**src/rtl/bishift_pkg.sv**
```systemverilog
package bishift_pkg;
  localparam int unsigned ACC_W     = 40;
  localparam int unsigned WORD_W    = 16;
  localparam int unsigned CNT_W     = 6;
  localparam int unsigned ACC_LIMIT = 16;

  typedef enum logic [1:0] {
    OP_ACC  = 2'd0,
    OP_WASR = 2'd1,
    OP_WLSR = 2'd2,
    OP_WSL  = 2'd3
  } op_e;
endpackage

```
**src/rtl/bishift_core.sv**
```systemverilog
// Logarithmic right shifter; left shifts reuse it through bit reversal.
module bishift_core #(
  parameter int unsigned W     = 40,
  parameter int unsigned MAG_W = 6
) (
  input  logic [W-1:0]     data_i,
  input  logic [MAG_W-1:0] mag_i,
  input  logic             left_i,
  input  logic             fill_i,
  output logic [W-1:0]     data_o
);
  logic [W-1:0]         rev_in, rev_out;
  logic [MAG_W:0][W-1:0] stage;

  for (genvar i = 0; i < W; i++) begin : g_rev
    assign rev_in[i]  = data_i[W-1-i];
    assign rev_out[i] = stage[MAG_W][W-1-i];
  end

  assign stage[0] = left_i ? rev_in : data_i;

  for (genvar k = 0; k < MAG_W; k++) begin : g_stage
    localparam int unsigned SH = 1 << k;
    if (SH >= W) begin : g_full
      assign stage[k+1] = mag_i[k] ? {W{fill_i}} : stage[k];
    end else begin : g_part
      assign stage[k+1] = mag_i[k] ? {{SH{fill_i}}, stage[k][W-1:SH]} : stage[k];
    end
  end

  assign data_o = left_i ? rev_out : stage[MAG_W];
endmodule

```
**src/rtl/bishift_range.sv**
```systemverilog
module bishift_range #(
  parameter int unsigned CNT_W     = 6,
  parameter int unsigned MAX_SHIFT = 16
) (
  input  logic [CNT_W-1:0] count_i,
  output logic             neg_o,
  output logic [CNT_W-1:0] mag_o,
  output logic             over_o
);
  assign neg_o  = count_i[CNT_W-1];
  // most negative code maps to its unsigned magnitude (e.g. -32 -> 32)
  assign mag_o  = neg_o ? (~count_i + 1'b1) : count_i;
  assign over_o = mag_o > CNT_W'(MAX_SHIFT);
endmodule

```
**src/rtl/bishift_word.sv**
```systemverilog
module bishift_word
  import bishift_pkg::*;
#(
  parameter int unsigned W     = 16,
  parameter int unsigned MAG_W = 6
) (
  input  op_e              op_i,
  input  logic [W-1:0]     data_i,
  input  logic [MAG_W-1:0] mag_i,
  output logic [W-1:0]     data_o
);
  logic left, fill;

  assign left = (op_i == OP_WSL);
  assign fill = (op_i == OP_WASR) & data_i[W-1];

  bishift_core #(.W(W), .MAG_W(MAG_W)) u_core (
    .data_i (data_i),
    .mag_i  (mag_i),
    .left_i (left),
    .fill_i (fill),
    .data_o (data_o)
  );
endmodule

```
**src/rtl/bishift_unit.sv**
```systemverilog
module bishift_unit
  import bishift_pkg::*;
#(
  parameter int unsigned AW    = ACC_W,
  parameter int unsigned WW    = WORD_W,
  parameter int unsigned CW    = CNT_W,
  parameter int unsigned LIMIT = ACC_LIMIT
) (
  input  logic          clk_i,
  input  logic          rst_ni,
  input  logic          start_i,
  input  logic [1:0]    op_i,
  input  logic [CW-1:0] count_i,
  input  logic [AW-1:0] operand_i,
  output logic          valid_o,
  output logic [AW-1:0] acc_result_o,
  output logic [WW-1:0] word_result_o,
  output logic          acc_we_o,
  output logic          range_err_o
);
  op_e           op;
  logic          neg, over, is_acc;
  logic [CW-1:0] mag;
  logic [AW-1:0] acc_shift;
  logic [WW-1:0] word_shift;

  assign op     = op_e'(op_i);
  assign is_acc = (op == OP_ACC);

  bishift_range #(.CNT_W(CW), .MAX_SHIFT(LIMIT)) u_range (
    .count_i (count_i),
    .neg_o   (neg),
    .mag_o   (mag),
    .over_o  (over)
  );

  bishift_core #(.W(AW), .MAG_W(CW)) u_acc (
    .data_i (operand_i),
    .mag_i  (mag),
    .left_i (neg),
    .fill_i (~neg & operand_i[AW-1]),
    .data_o (acc_shift)
  );

  bishift_word #(.W(WW), .MAG_W(CW)) u_word (
    .op_i   (op),
    .data_i (operand_i[WW-1:0]),
    .mag_i  (mag),
    .data_o (word_shift)
  );

  always_ff @(posedge clk_i or negedge rst_ni) begin
    if (!rst_ni) begin
      valid_o       <= 1'b0;
      acc_we_o      <= 1'b0;
      range_err_o   <= 1'b0;
      acc_result_o  <= '0;
      word_result_o <= '0;
    end else begin
      valid_o     <= start_i;
      acc_we_o    <= start_i & is_acc & ~over;
      range_err_o <= start_i & is_acc & over;
      if (start_i & is_acc)  acc_result_o  <= acc_shift;
      if (start_i & ~is_acc) word_result_o <= word_shift;
    end
  end

  assert_valid_latency_R1: assert property (@(posedge clk_i) disable iff (!rst_ni)
    start_i |=> valid_o);
  assert_valid_idle_R1: assert property (@(posedge clk_i) disable iff (!rst_ni)
    !start_i |=> !valid_o);
  assert_err_blocks_we_R5: assert property (@(posedge clk_i) disable iff (!rst_ni)
    range_err_o |-> !acc_we_o && valid_o);
  assert_zero_passthru_R4: assert property (@(posedge clk_i) disable iff (!rst_ni)
    (start_i && is_acc && count_i == '0) |=> acc_result_o == $past(operand_i));
  assert_word_quiet_R9: assert property (@(posedge clk_i) disable iff (!rst_ni)
    (start_i && !is_acc) |=> !acc_we_o && !range_err_o && $stable(acc_result_o));
  assert_acc_keeps_word_R9: assert property (@(posedge clk_i) disable iff (!rst_ni)
    (start_i && is_acc) |=> $stable(word_result_o));
  assert_edge_writes_R6: assert property (@(posedge clk_i) disable iff (!rst_ni)
    (start_i && is_acc && (count_i == CW'(LIMIT) || count_i == CW'(-LIMIT))) |=> acc_we_o);
endmodule

```
**config.mk**
```make
export PLATFORM = sky130hd
export DESIGN_NAME = bishift_unit
export DESIGN_NICKNAME = d
export VERILOG_FILES = /design/src/rtl/bishift_pkg.sv /design/src/rtl/bishift_core.sv /design/src/rtl/bishift_range.sv /design/src/rtl/bishift_word.sv /design/src/rtl/bishift_unit.sv
export SDC_FILE = /design/constraint.sdc
export NUM_CORES = 1
export LEC_CHECK = 0
export BUFFER_PORTS_ARGS = -buffer_cell sky130_fd_sc_hd__buf_2
export CAP_MARGIN = 20
export CORE_MARGIN = 4
export CORE_UTILIZATION = 60
export DETAILED_ROUTE_END_ITERATION = 6
export PLACE_DENSITY = 0.89
export SYNTH_ARGS = -nofsm -noshare
export SYNTH_HDL_FRONTEND = slang
export SYNTH_HIERARCHICAL = 1
export SYNTH_SLANG_ARGS = --single-unit
```
**constraint.sdc**
```tcl
create_clock -name clk_i -period 0.9 [get_ports clk_i]
set_input_delay 0.045 -clock clk_i [delete_from_list [all_inputs] [get_ports clk_i]]
set_output_delay 0.045 -clock clk_i [all_outputs]
set_load 0.05 [all_outputs]
```
==> results.json, run 1 <==
{
  "cts_made_buffers": 9,
  "synthArstFlopShare_pct": 100.0,
  "cts_resized": 371,
  "ys_seq_elements": 59,
  "cts-root-buf": "clkbuf_16",
  "synth_top_area_cell": "dfrtp_1",
  "die_h_um": 125.0,
  "clkSinkCount": 59,
  "synth_area_leaders": "dfrtp_1, mux4_2, mux2_2, mux2i_1, nand2_1",
  "dpl.hpwl_mm": 25.46,
  "firstError": "[ERROR DPL-0033] detailed placement checks failed during check placement.",
  "place_congestion": 1.177,
  "synth_nets": 912,
  "pre_cts_ws_ns": -2.157,
  "postCtsSetupBuffers": 58,
  "syn_inst": 860,
  "htree_num_levels": 3,
  "synth.distinct_cells": 85,
  "ios": 110,
  "status": "did not finish",
  "start_util_pct": 61.74,
  "dp.cells": 1304,
  "stop_stage": "clock tree synthesis (4_1_cts)",
  "synth_top_area_share_pct": 17.99,
  "syn_area_per_cell_um2": 9.545,
  "synth_ff_type": "dfrtp_1",
  "synth-seq-area-share_pct": 17.99,
  "numPortBuffers": 109,
  "fp-row-count": 42,
  "die_w_um": 125.0,
  "hold_buffers": 2,
  "netlist_area_um2": 8209,
  "synth-edff-count": 0,
  "clk_path_buf_depth": 2,
  "yosys_warnings": 6
}
[metrics by stage]
stage          utilization (%)  hold slack, ns  area [um^2]
2_1_floorplan                -         -0.2506         8488
3_3_place_gp             80.55         0.05823        10710
3_5_place_dp             80.55         0.06266        10710
[synthesized netlist by cell type, drive strengths merged (8+ instances only)]
library cell / number
o221ai: 12
a31oi: 13
nor3: 19
mux2i: 64
clkbuf: 36
a211oi: 16
nand3: 14
or2: 8
inv: 13
and2: 12
mux4: 72
dfrtp: 59
o22ai: 19
o21ai: 43
nor2: 62
mux2: 93
nand2: 72
a221oi: 8
buf: 49
o211ai: 10
nand2b: 11
a21oi: 33
nor2b: 9
[logic make-up after synthesis]
group | share of synthesized area [%]
mux | 40.68
compound gates | 20.59
simple gates | 13.61
fa+ha+maj | 0.1524
flops | 17.99
buf+inv | 6.341
xor+xnor | 0.6403
==> inputs of run 2 (changes only) <==
--- a/config.mk
+++ b/config.mk
@@ -8,9 +8,9 @@
 export BUFFER_PORTS_ARGS = -buffer_cell sky130_fd_sc_hd__buf_2
 export CAP_MARGIN = 20
 export CORE_MARGIN = 4
-export CORE_UTILIZATION = 60
+export CORE_UTILIZATION = 40
 export DETAILED_ROUTE_END_ITERATION = 6
-export PLACE_DENSITY = 0.89
+export PLACE_DENSITY_LB_ADDON = 0.15
 export SYNTH_ARGS = -nofsm -noshare
 export SYNTH_HDL_FRONTEND = slang
 export SYNTH_HIERARCHICAL = 1
==> run 2 against run 1 <==
  * The flow now finishes, with violations (negative setup slack)
  * Area after synthesis unchanged
  * Synthesized cell count unchanged
==> results.json, run 2 <==
{
  "status": "finished with violations",
  "failed_checks": "negative setup slack",
  "r2r_slack_ns": -0.02,
  "start_kind": "primary input",
  "die-area_um2": 22880,
  "syn_area_per_cell_um2": 9.545,
  "drive_gt1_share_pct": 65.81,
  "path_max_fanout": 7,
  "r2r_end": "acc_result_o[3]",
  "synthArstFlopShare_pct": 100.0,
  "cp_cell_sequence": "buf_12, inv_12, ha_4, inv_4, nand2_4, xnor2_4, buf_12, mux4_2, mux4_2, and2_4, a31oi_4, o221ai_4, a221o_1, mux2_4",
  "rsz0062_at_grt": "true",
  "whs_ns": 0.09852,
  "core_um2": 20230,
  "final_cell_mix": "buf_4, buf_6, mux4_2",
  "diodes": 0,
  "drc": 0,
  "fp-row-count": 52,
  "period_minus_slack_ns": 2.619,
  "first_global_vias": 9118,
  "clk_path_buf_depth": 2,
  "crit_path_end_kind": "flop",
  "drv_cap": 0,
  "netlist_area_um2": 8209,
  "leakagePower_nw": 5.903,
  "cts_tree": "done",
  "ios": 110,
  "grt_pass1_wl_mm": 52.44,
  "dpl.hpwl_mm": 25.79,
  "grt.total_usage_pct": 29.72,
  "layout_commonest_cell": "buf_4",
  "r2r_start": "acc_result_o[3]",
  "htree_num_levels": 3,
  "synth-seq-area-share_pct": 17.99,
  "antenna_found_initial": 0,
  "drt_iter0_drc": 956,
  "finalPower_mw": 23.82,
  "tightest_slew_ns": 0.6625,
  "synth_top_area_share_pct": 17.99,
  "synth_top_area_cell": "dfrtp_1",
  "hold_viol_final": 0,
  "setup_ws_ns": -1.719,
  "powerDensity_nw_per_um2": 1738,
  "synth_ff_type": "dfrtp_1",
  "ys_seq_elements": 59,
  "synth-edff-count": 0,
  "worstSetupPathType": "in -> reg",
  "antenna_left": 0,
  "tns_ns": -87.66,
  "nNetsFinal": 1296,
  "syn2layout_area_growth_pct": 66.96,
  "synth_area_leaders": "dfrtp_1, mux4_2, mux2_2, mux2i_1, nand2_1",
  "multi_input_area_um2": 7595,
  "clkSinkCount": 59,
  "start_util_pct": 40.57,
  "fin_skew_ns": 0,
  "first_pass_iters": 5,
  "avgRoutedWirePerCell_um": 22.89,
  "synth.distinct_cells": 85,
  "slew_headroom_pct": 55.13,
  "wl_mm": 34.76,
  "largest_registers": "acc_result_o (40), word_result_o (16)",
  "critPathBufInv": 4,
  "setup_violations": 114,
  "reg2reg_depth": 2,
  "yosys_warnings": 6,
  "max_freq_mhz": 381.8,
  "min_path_type": "in -> async",
  "cts_made_buffers": 9,
  "numPortBuffers": 109,
  "seq_area_um2": 1476,
  "via_count": 9373,
  "crit_family": "multiplexers",
  "grt_max_degree": 75,
  "vias_per_cell": 6.171,
  "ir_worst_vdd_v": 0.001253,
  "crit_path_max_incr_delay_ns": 0.54,
  "clock_latency_ns": 0.32,
  "cts-root-buf": "clkbuf_16",
  "die_h_um": 151.3,
  "maxSlewViolCount": 0,
  "pre_cts_ws_ns": -2.319,
  "die_w_um": 151.3,
  "place_congestion": 0.9551,
  "min_period_over_period_pct": 291.0,
  "syn_inst": 860,
  "cp_slowest_cell": "mux4_2",
  "synth_most_common_cell": "mux2_2",
  "synth_commonest_cells": "mux2_2, nand2_1, mux4_2",
  "grt_overflow_total": 0,
  "largest_register_ffs": 40,
  "synth_nets": 912,
  "crit_arrival_ns": 2.83,
  "required_ns": 1.11,
  "fillers": 1552,
  "largest_register": "acc_result_o",
  "clkTransAtPathRegs_ns": 0.05
}
-- run 2: cell counts after synthesis --
No cell type changed its count.
-- run 2: final cells by class --
cell class / instances / share of cell area (%)
multi-input cells: 701 / 55.41
inverters: 16 / 0.6117
flip-flops and latches: 59 / 10.77
clock inverters: 4 / 0.3560
well taps: 270 / 2.465
repair buffers: 457 / 28.51
clock buffers: 12 / 1.871
-- run 2: worst max-delay path by stage --
stage,start,endpoint,slack [ns],depth (start not counted)
global placement,count_i[1],acc_result_o[0],-2.33,16
finish,count_i[1],acc_result_o[30],-1.72,14
floorplan,count_i[1],acc_result_o[30],-1.72,13
CTS,count_i[1],acc_result_o[31],-1.72,17
global route,count_i[1],acc_result_o[30],-1.76,14
detailed placement,count_i[1],acc_result_o[0],-2.32,16
-- run 2: what timing repair did --
item                                    CTS  global route
cloned                                    2             0
endpoints found under the hold margin    60             0
pin swaps                                55            51
resized for setup                       274           149
hold buffers                              2             0
endpoints found under the setup margin  117           117
buffers inserted                         32            29
-- run 2: power by group --
group | leakage, nW | switching, mW | internal, mW
logic | 5.02 | 8.60 | 7.60
registers | 0.733 | 0.642 | 3.44
clock network | 0.153 | 1.25 | 2.29
-- run 2: per-stage QoR --
stage	utilization (%)	cell area, um^2	std cells
3_3_place_gp	55.19	11170	1445
6_report	67.73	13710	1519
4_1_cts	63.55	12860	1495
3_5_place_dp	55.19	11170	1445
2_1_floorplan	-	8488	860
5_1_grt	67.73	13710	1519
-- run 2: kinds of logic (layout without fill, tap and decap cells) --
family	Yosys count	count (layout)	synth area share (%)
xor gates and xnor gates	6	7	0.6403
AOI/OAI and AO/OA	234	234	20.59
and+or+nand+nor	230	230	13.61
adders and majority gates	1	1	0.1524
muxes	229	229	40.68
DFF	59	59	17.99
buffers and inverters	101	489	6.341
-- run 2: per-layer routing --
layer | share of wire [%] | GRT usage, %
met1 | 39 | 37.18
met2 | 50 | 51.37
met3 | 6.0 | 4.817
met4 | 4.8 | 11.29
met5 | 0 | 0
(Power assumes the default switching activity.)
==> inputs of run 3 (changes only) <==
--- a/config.mk
+++ b/config.mk
@@ -5,7 +5,7 @@
 export SDC_FILE = /design/constraint.sdc
 export NUM_CORES = 1
 export LEC_CHECK = 0
-export BUFFER_PORTS_ARGS = -buffer_cell sky130_fd_sc_hd__buf_2
+export BUFFER_PORTS_ARGS = -buffer_cell sky130_fd_sc_hd__buf_4
 export CAP_MARGIN = 20
 export CORE_MARGIN = 4
 export CORE_UTILIZATION = 40
==> run 3 against run 2 <==
  * The flow still finishes with violations (negative setup slack)
  * Via count down 1.7%
  * Sequential power about the same
  * Worst hold slack better by 0.022 ns
  * Combinational power about the same
  * Clock skew unchanged
  * Critical path depth unchanged
  * Critical path type unchanged
  * Largest cell class unchanged
==> results.json, run 3 (same netlist as run 2, synthesis figures left out) <==
{
  "r2r_end": "word_result_o[7]",
  "ir_worst_vdd_v": 0.001644,
  "cts_made_buffers": 9,
  "final_cell_mix": "buf_4, buf_6, mux4_2",
  "antenna_left": 0,
  "vias_per_cell": 6.058,
  "min_period_over_period_pct": 286.4,
  "rsz0062_at_grt": "true",
  "layout_commonest_cell": "buf_4",
  "tightest_slew_ns": 0.6551,
  "setup_violations": 114,
  "first_global_vias": 8964,
  "clockPowerShare_pct": 14.5,
  "drive_gt1_share_pct": 64.59,
  "r2r_slack_ns": -0.01,
  "p_sw_mw": 10.44,
  "grt.total_usage_pct": 29.43,
  "status": "finished with violations",
  "clock_latency_ns": 0.32,
  "die_w_um": 151.3,
  "start_util_pct": 40.57,
  "maxSlewViolCount": 0,
  "clkSinkCount": 59,
  "layout.core_utilization_pct": 68.96,
  "cts_tree": "done",
  "required_ns": 1.11,
  "seqPwrFrac_pct": 17.1,
  "largest_registers": "acc_result_o (40), word_result_o (16)",
  "largest_register": "acc_result_o",
  "die-area_um2": 22880,
  "wl_mm": 35.08,
  "cts-root-buf": "clkbuf_16",
  "diodes": 0,
  "nNetsFinal": 1298,
  "drt_iter0_drc": 769,
  "failed_checks": "negative setup slack",
  "p_int_mw": 13.33,
  "syn2layout_area_growth_pct": 69.97,
  "clk_path_buf_depth": 2,
  "fin_skew_ns": 0,
  "dpl.hpwl_mm": 26.30,
  "clkTransAtPathRegs_ns": 0.05,
  "htree_num_levels": 3,
  "finalPower_mw": 23.76,
  "min_path_type": "in -> async",
  "die_h_um": 151.3,
  "hold_viol_final": 0,
  "whs_ns": 0.1201,
  "grt_max_degree": 75,
  "antenna_found_initial": 0,
  "place_congestion": 0.9990,
  "reg2reg_depth": 2,
  "leakagePower_nw": 6.010,
  "stdcell_area_um2": 13950,
  "numPortBuffers": 109,
  "avgRoutedWirePerCell_um": 23.07,
  "ios": 110,
  "slew_headroom_pct": 56.32,
  "crit_arrival_ns": 2.79,
  "crit_start": "count_i[1]",
  "comb_power_share_pct": 68.4,
  "max_freq_mhz": 387.9,
  "largest_register_ffs": 40,
  "period_minus_slack_ns": 2.578,
  "powerDensity_nw_per_um2": 1703,
  "path_max_fanout": 5,
  "start_kind": "primary input",
  "via_count": 9214,
  "first_pass_iters": 6,
  "core_um2": 20230,
  "setup_ws_ns": -1.678,
  "worstSetupPathType": "in -> reg",
  "crit_path_end_kind": "flop",
  "r2r_start": "word_result_o[7]",
  "place_area_um2": 11500,
  "cp-endpoint": "acc_result_o[19]",
  "fillers": 1538,
  "fp-row-count": 52,
  "p_sw_share_pct": 43.91,
  "drc": 0,
  "grt_pass1_wl_mm": 51.52,
  "drv_cap": 0,
  "grt_overflow_total": 0
}
[run 3: final cells by class]
class,instances,area [um^2],area share (%)
Multi-Input combinational cell,700,7475,53.57
Timing Repair Buffer,460,4275,30.64
Sequential cell,59,1476,10.58
Tap cell,270,337.8,2.421
Clock buffer,10,239.0,1.713
Inverter,16,85.08,0.6098
Clock inverter,6,65.06,0.4663
[run 3: power groups by stage]
stage / clock network [mW] / logic, mW / registers [mW]
2_1_floorplan: 0 / 5.21 / 6.63
3_3_place_gp: 0 / 13.0 / 3.96
3_5_place_dp: 0 / 13.1 / 3.95
4_1_cts: 3.53 / 14.9 / 4.06
5_1_grt: 3.65 / 16.9 / 4.15
6_report: 3.45 / 16.2 / 4.07
[run 3: critical path, cell delays in order]
cell and delay [ns]:
buf_12 0.09, inv_12 0.03, ha_4 0.15, inv_4 0.05, nand2_4 0.06, xnor2_4 0.18, buf_6 0.15, buf_16 0.11
mux4_2 0.32, mux4_2 0.58, o2111ai_2 0.22, o221ai_2 0.15, a221o_1 0.37, mux2_2 0.26
[run 3: layer usage]
metal  GRT usage, %  vias up  share of wire (%)
li1               -     4194                  -
met1          37.80     4540                 40
met2          50.21      387                 50
met3          4.518       93                5.7
met4          10.56        0                4.5
met5              0        -                  0
[run 3: worst min-delay path by stage]
stage	start	end	slack, ns	cells after the start
6_report	rst_ni	acc_result_o[29]	0.12	2
5_1_grt	rst_ni	acc_result_o[29]	0.12	2
4_1_cts	rst_ni	acc_result_o[29]	0.11	2
3_5_place_dp	rst_ni	acc_result_o[29]	-0.08	1
3_3_place_gp	rst_ni	acc_result_o[29]	-0.07	1
2_1_floorplan	rst_ni	acc_result_o[0]	-0.25	0
[run 3: through the flow]
step	setup TNS [ns]	worst slack (ns)	cells
final	-88.08	-1.678	1521
after global routing	-94.83	-1.768	1521
after CTS	-89.83	-1.676	1481
after detailed placement	-112.27	-2.177	1432
after global placement	-110.68	-2.174	1432
after floorplan	-81.97	-1.721	860
[run 3: what timing repair did]
action                                  CTS  global route
hold endpoints to repair                 60             0
cloned                                    3             3
hold buffers                              2             0
setup buffers                            31            41
gates resized for setup                 206           130
pin swaps                                41            67
endpoints found under the setup margin  117           117
==> inputs of run 4 (changes only) <==
--- a/config.mk
+++ b/config.mk
@@ -7,7 +7,8 @@
 export LEC_CHECK = 0
 export BUFFER_PORTS_ARGS = -buffer_cell sky130_fd_sc_hd__buf_4
 export CAP_MARGIN = 20
-export CORE_MARGIN = 4
+export CORE_ASPECT_RATIO = 1.4
+export CORE_MARGIN = 5
 export CORE_UTILIZATION = 40
 export DETAILED_ROUTE_END_ITERATION = 6
 export PLACE_DENSITY_LB_ADDON = 0.15
==> run 4 against run 3 <==
  * The flow still finishes with violations (negative setup slack)
  * Highest routed layer unchanged
  * Fmax decreased by 0.61%
  * Global-route usage rose by 0.83 points
  * Sequential share of layout area rose by 0.066 points
  * Largest cell class unchanged
  * Worst setup slack worse by 0.016 ns
  * Count of clock-buffer cells in the layout unchanged
  * Largest power group unchanged
==> results.json, run 4 (same netlist as run 2, synthesis figures left out) <==
{
  "cts_made_buffers": 9,
  "drc": 0,
  "grt_max_degree": 75,
  "period_minus_slack_ns": 2.594,
  "clk_path_buf_depth": 2,
  "tns_ns": -89.10,
  "status": "finished with violations",
  "die_w_um": 131.1,
  "diodes": 0,
  "htree_num_levels": 3,
  "cts_tree": "done",
  "core_um2": 20400,
  "avgRoutedWirePerCell_um": 23.95,
  "powerDensity_nw_per_um2": 1736,
  "antenna_found_initial": 0,
  "min_period_over_period_pct": 288.2,
  "numPortBuffers": 109,
  "fin_skew_ns": 0,
  "largest_register": "acc_result_o",
  "failed_checks": "negative setup slack",
  "first_pass_iters": 5,
  "leakagePower_nw": 6.019,
  "maxSlewViolCount": 0,
  "max_freq_mhz": 385.5,
  "cts-root-buf": "clkbuf_16",
  "grt.total_usage_pct": 30.26,
  "first_global_vias": 9739,
  "largest_registers": "acc_result_o (40), word_result_o (16)",
  "layout.core_utilization_pct": 67.97,
  "vias_per_cell": 6.256,
  "place_congestion": 0.9829,
  "ios": 110,
  "rsz0062_at_grt": "true",
  "setup_ws_ns": -1.694,
  "clkTransAtPathRegs_ns": 0.05,
  "via_count": 9497,
  "dpl.hpwl_mm": 27.77,
  "grt_pass1_wl_mm": 55.40,
  "required_ns": 1.12,
  "largest_register_ffs": 40,
  "crit_arrival_ns": 2.81,
  "hold_viol_final": 0,
  "clkSinkCount": 59,
  "antenna_left": 0,
  "min_path_type": "in -> async",
  "start_kind": "primary input",
  "layout_commonest_cell": "buf_4",
  "setup_violations": 116,
  "slew_headroom_pct": 56.73,
  "drive_gt1_share_pct": 64.74,
  "fp-row-count": 62,
  "whs_ns": 0.1216,
  "start_util_pct": 40.24,
  "grt_overflow_total": 0,
  "ir_worst_vdd_v": 0.001185,
  "worstSetupPathType": "in -> reg",
  "crit_path_end_kind": "flop",
  "final_cell_mix": "buf_4, buf_6, mux4_2",
  "wl_mm": 36.35,
  "path_max_fanout": 5,
  "die-area_um2": 23530,
  "clock_latency_ns": 0.33,
  "nNetsFinal": 1309,
  "die_h_um": 179.5,
  "tightest_slew_ns": 0.6451,
  "finalPower_mw": 24.07,
  "drv_cap": 0,
  "drt_iter0_drc": 752,
  "syn2layout_area_growth_pct": 68.92
}
==> run 4: changes by cell type in the layout (fill, tap and decap cells not counted), sizes merged <==
cell    previous run  this run
clkbuf            13        11
bufbuf             0         2
buf              455       466
clkinv             6         7
inv               14        13
==> run 4: worst paths after layout <==
check                      depth (start not counted)  slack (ns)        startpoint                end
max reg2reg                                        2       -0.01  acc_result_o[33]   acc_result_o[33]
min reg2reg                                        1        0.53  acc_result_o[15]   acc_result_o[15]
max                                               14       -1.69        count_i[1]   acc_result_o[19]
min                                                2        0.12            rst_ni   acc_result_o[21]
max in group asynchronous                          3        0.33            rst_ni   word_result_o[2]
min in group clk_i                                 5        0.34           start_i  word_result_o[15]
==> run 4: power breakdown <==
part / leakage (nW) / internal (mW) / switching, mW
combinational: 5.14 / 7.91 / 8.67
sequential: 0.733 / 3.44 / 0.574
clock: 0.148 / 2.21 / 1.26
total: 6.02 / 13.6 / 10.5
==> run 4: what timing repair did <==
item                                    CTS  global route
hold endpoints to repair                 60             0
endpoints found under the setup margin  117           117
gates resized for setup                 266            79
pin swaps                                57            36
buffers inserted                         44            28
hold buffers                              2             0
gates cloned                              3             1
==> run 4: area by class of cell <==
class	instances	area, um^2
timing repair buffer	471	4220
multi-input combinational	700	7462
sequential	59	1476
tap	256	320.3
clock inverter	6	65.06
clock buffer	10	239.0
fill	1546	6535
inverter	16	83.83
==> run 4: stage by stage <==
step                cells  setup slack (ns)  cell area [um^2]
CTS                  1493            -1.652             13320
global placement     1430            -2.338             11420
detailed placement   1430            -2.365             11420
finish               1518            -1.694             13870
floorplan             860            -1.721              8488
global route         1518            -1.764             13870
==> run 4: routing by layer <==
| layer | track usage, % | wire, um |
|---|---|---|
| met2 | 52.44 | 18670 |
| met4 | 18.94 | 2821 |
| met3 | 4.068 | 2103 |
| met5 | 0 | 0 |
| met1 | 34.12 | 12760 |
==> run 4: worst max-delay path: stages <==
cell and delay (ns):
buf_12 0.09, inv_12 0.03, ha_4 0.15, inv_4 0.05, nand2_4 0.05, xnor2_4 0.18, buf_6 0.17, mux4_2 0.34
buf_6 0.14, mux4_2 0.55, o2111ai_2 0.21, o221ai_2 0.14, a221o_1 0.38, mux2_4 0.26
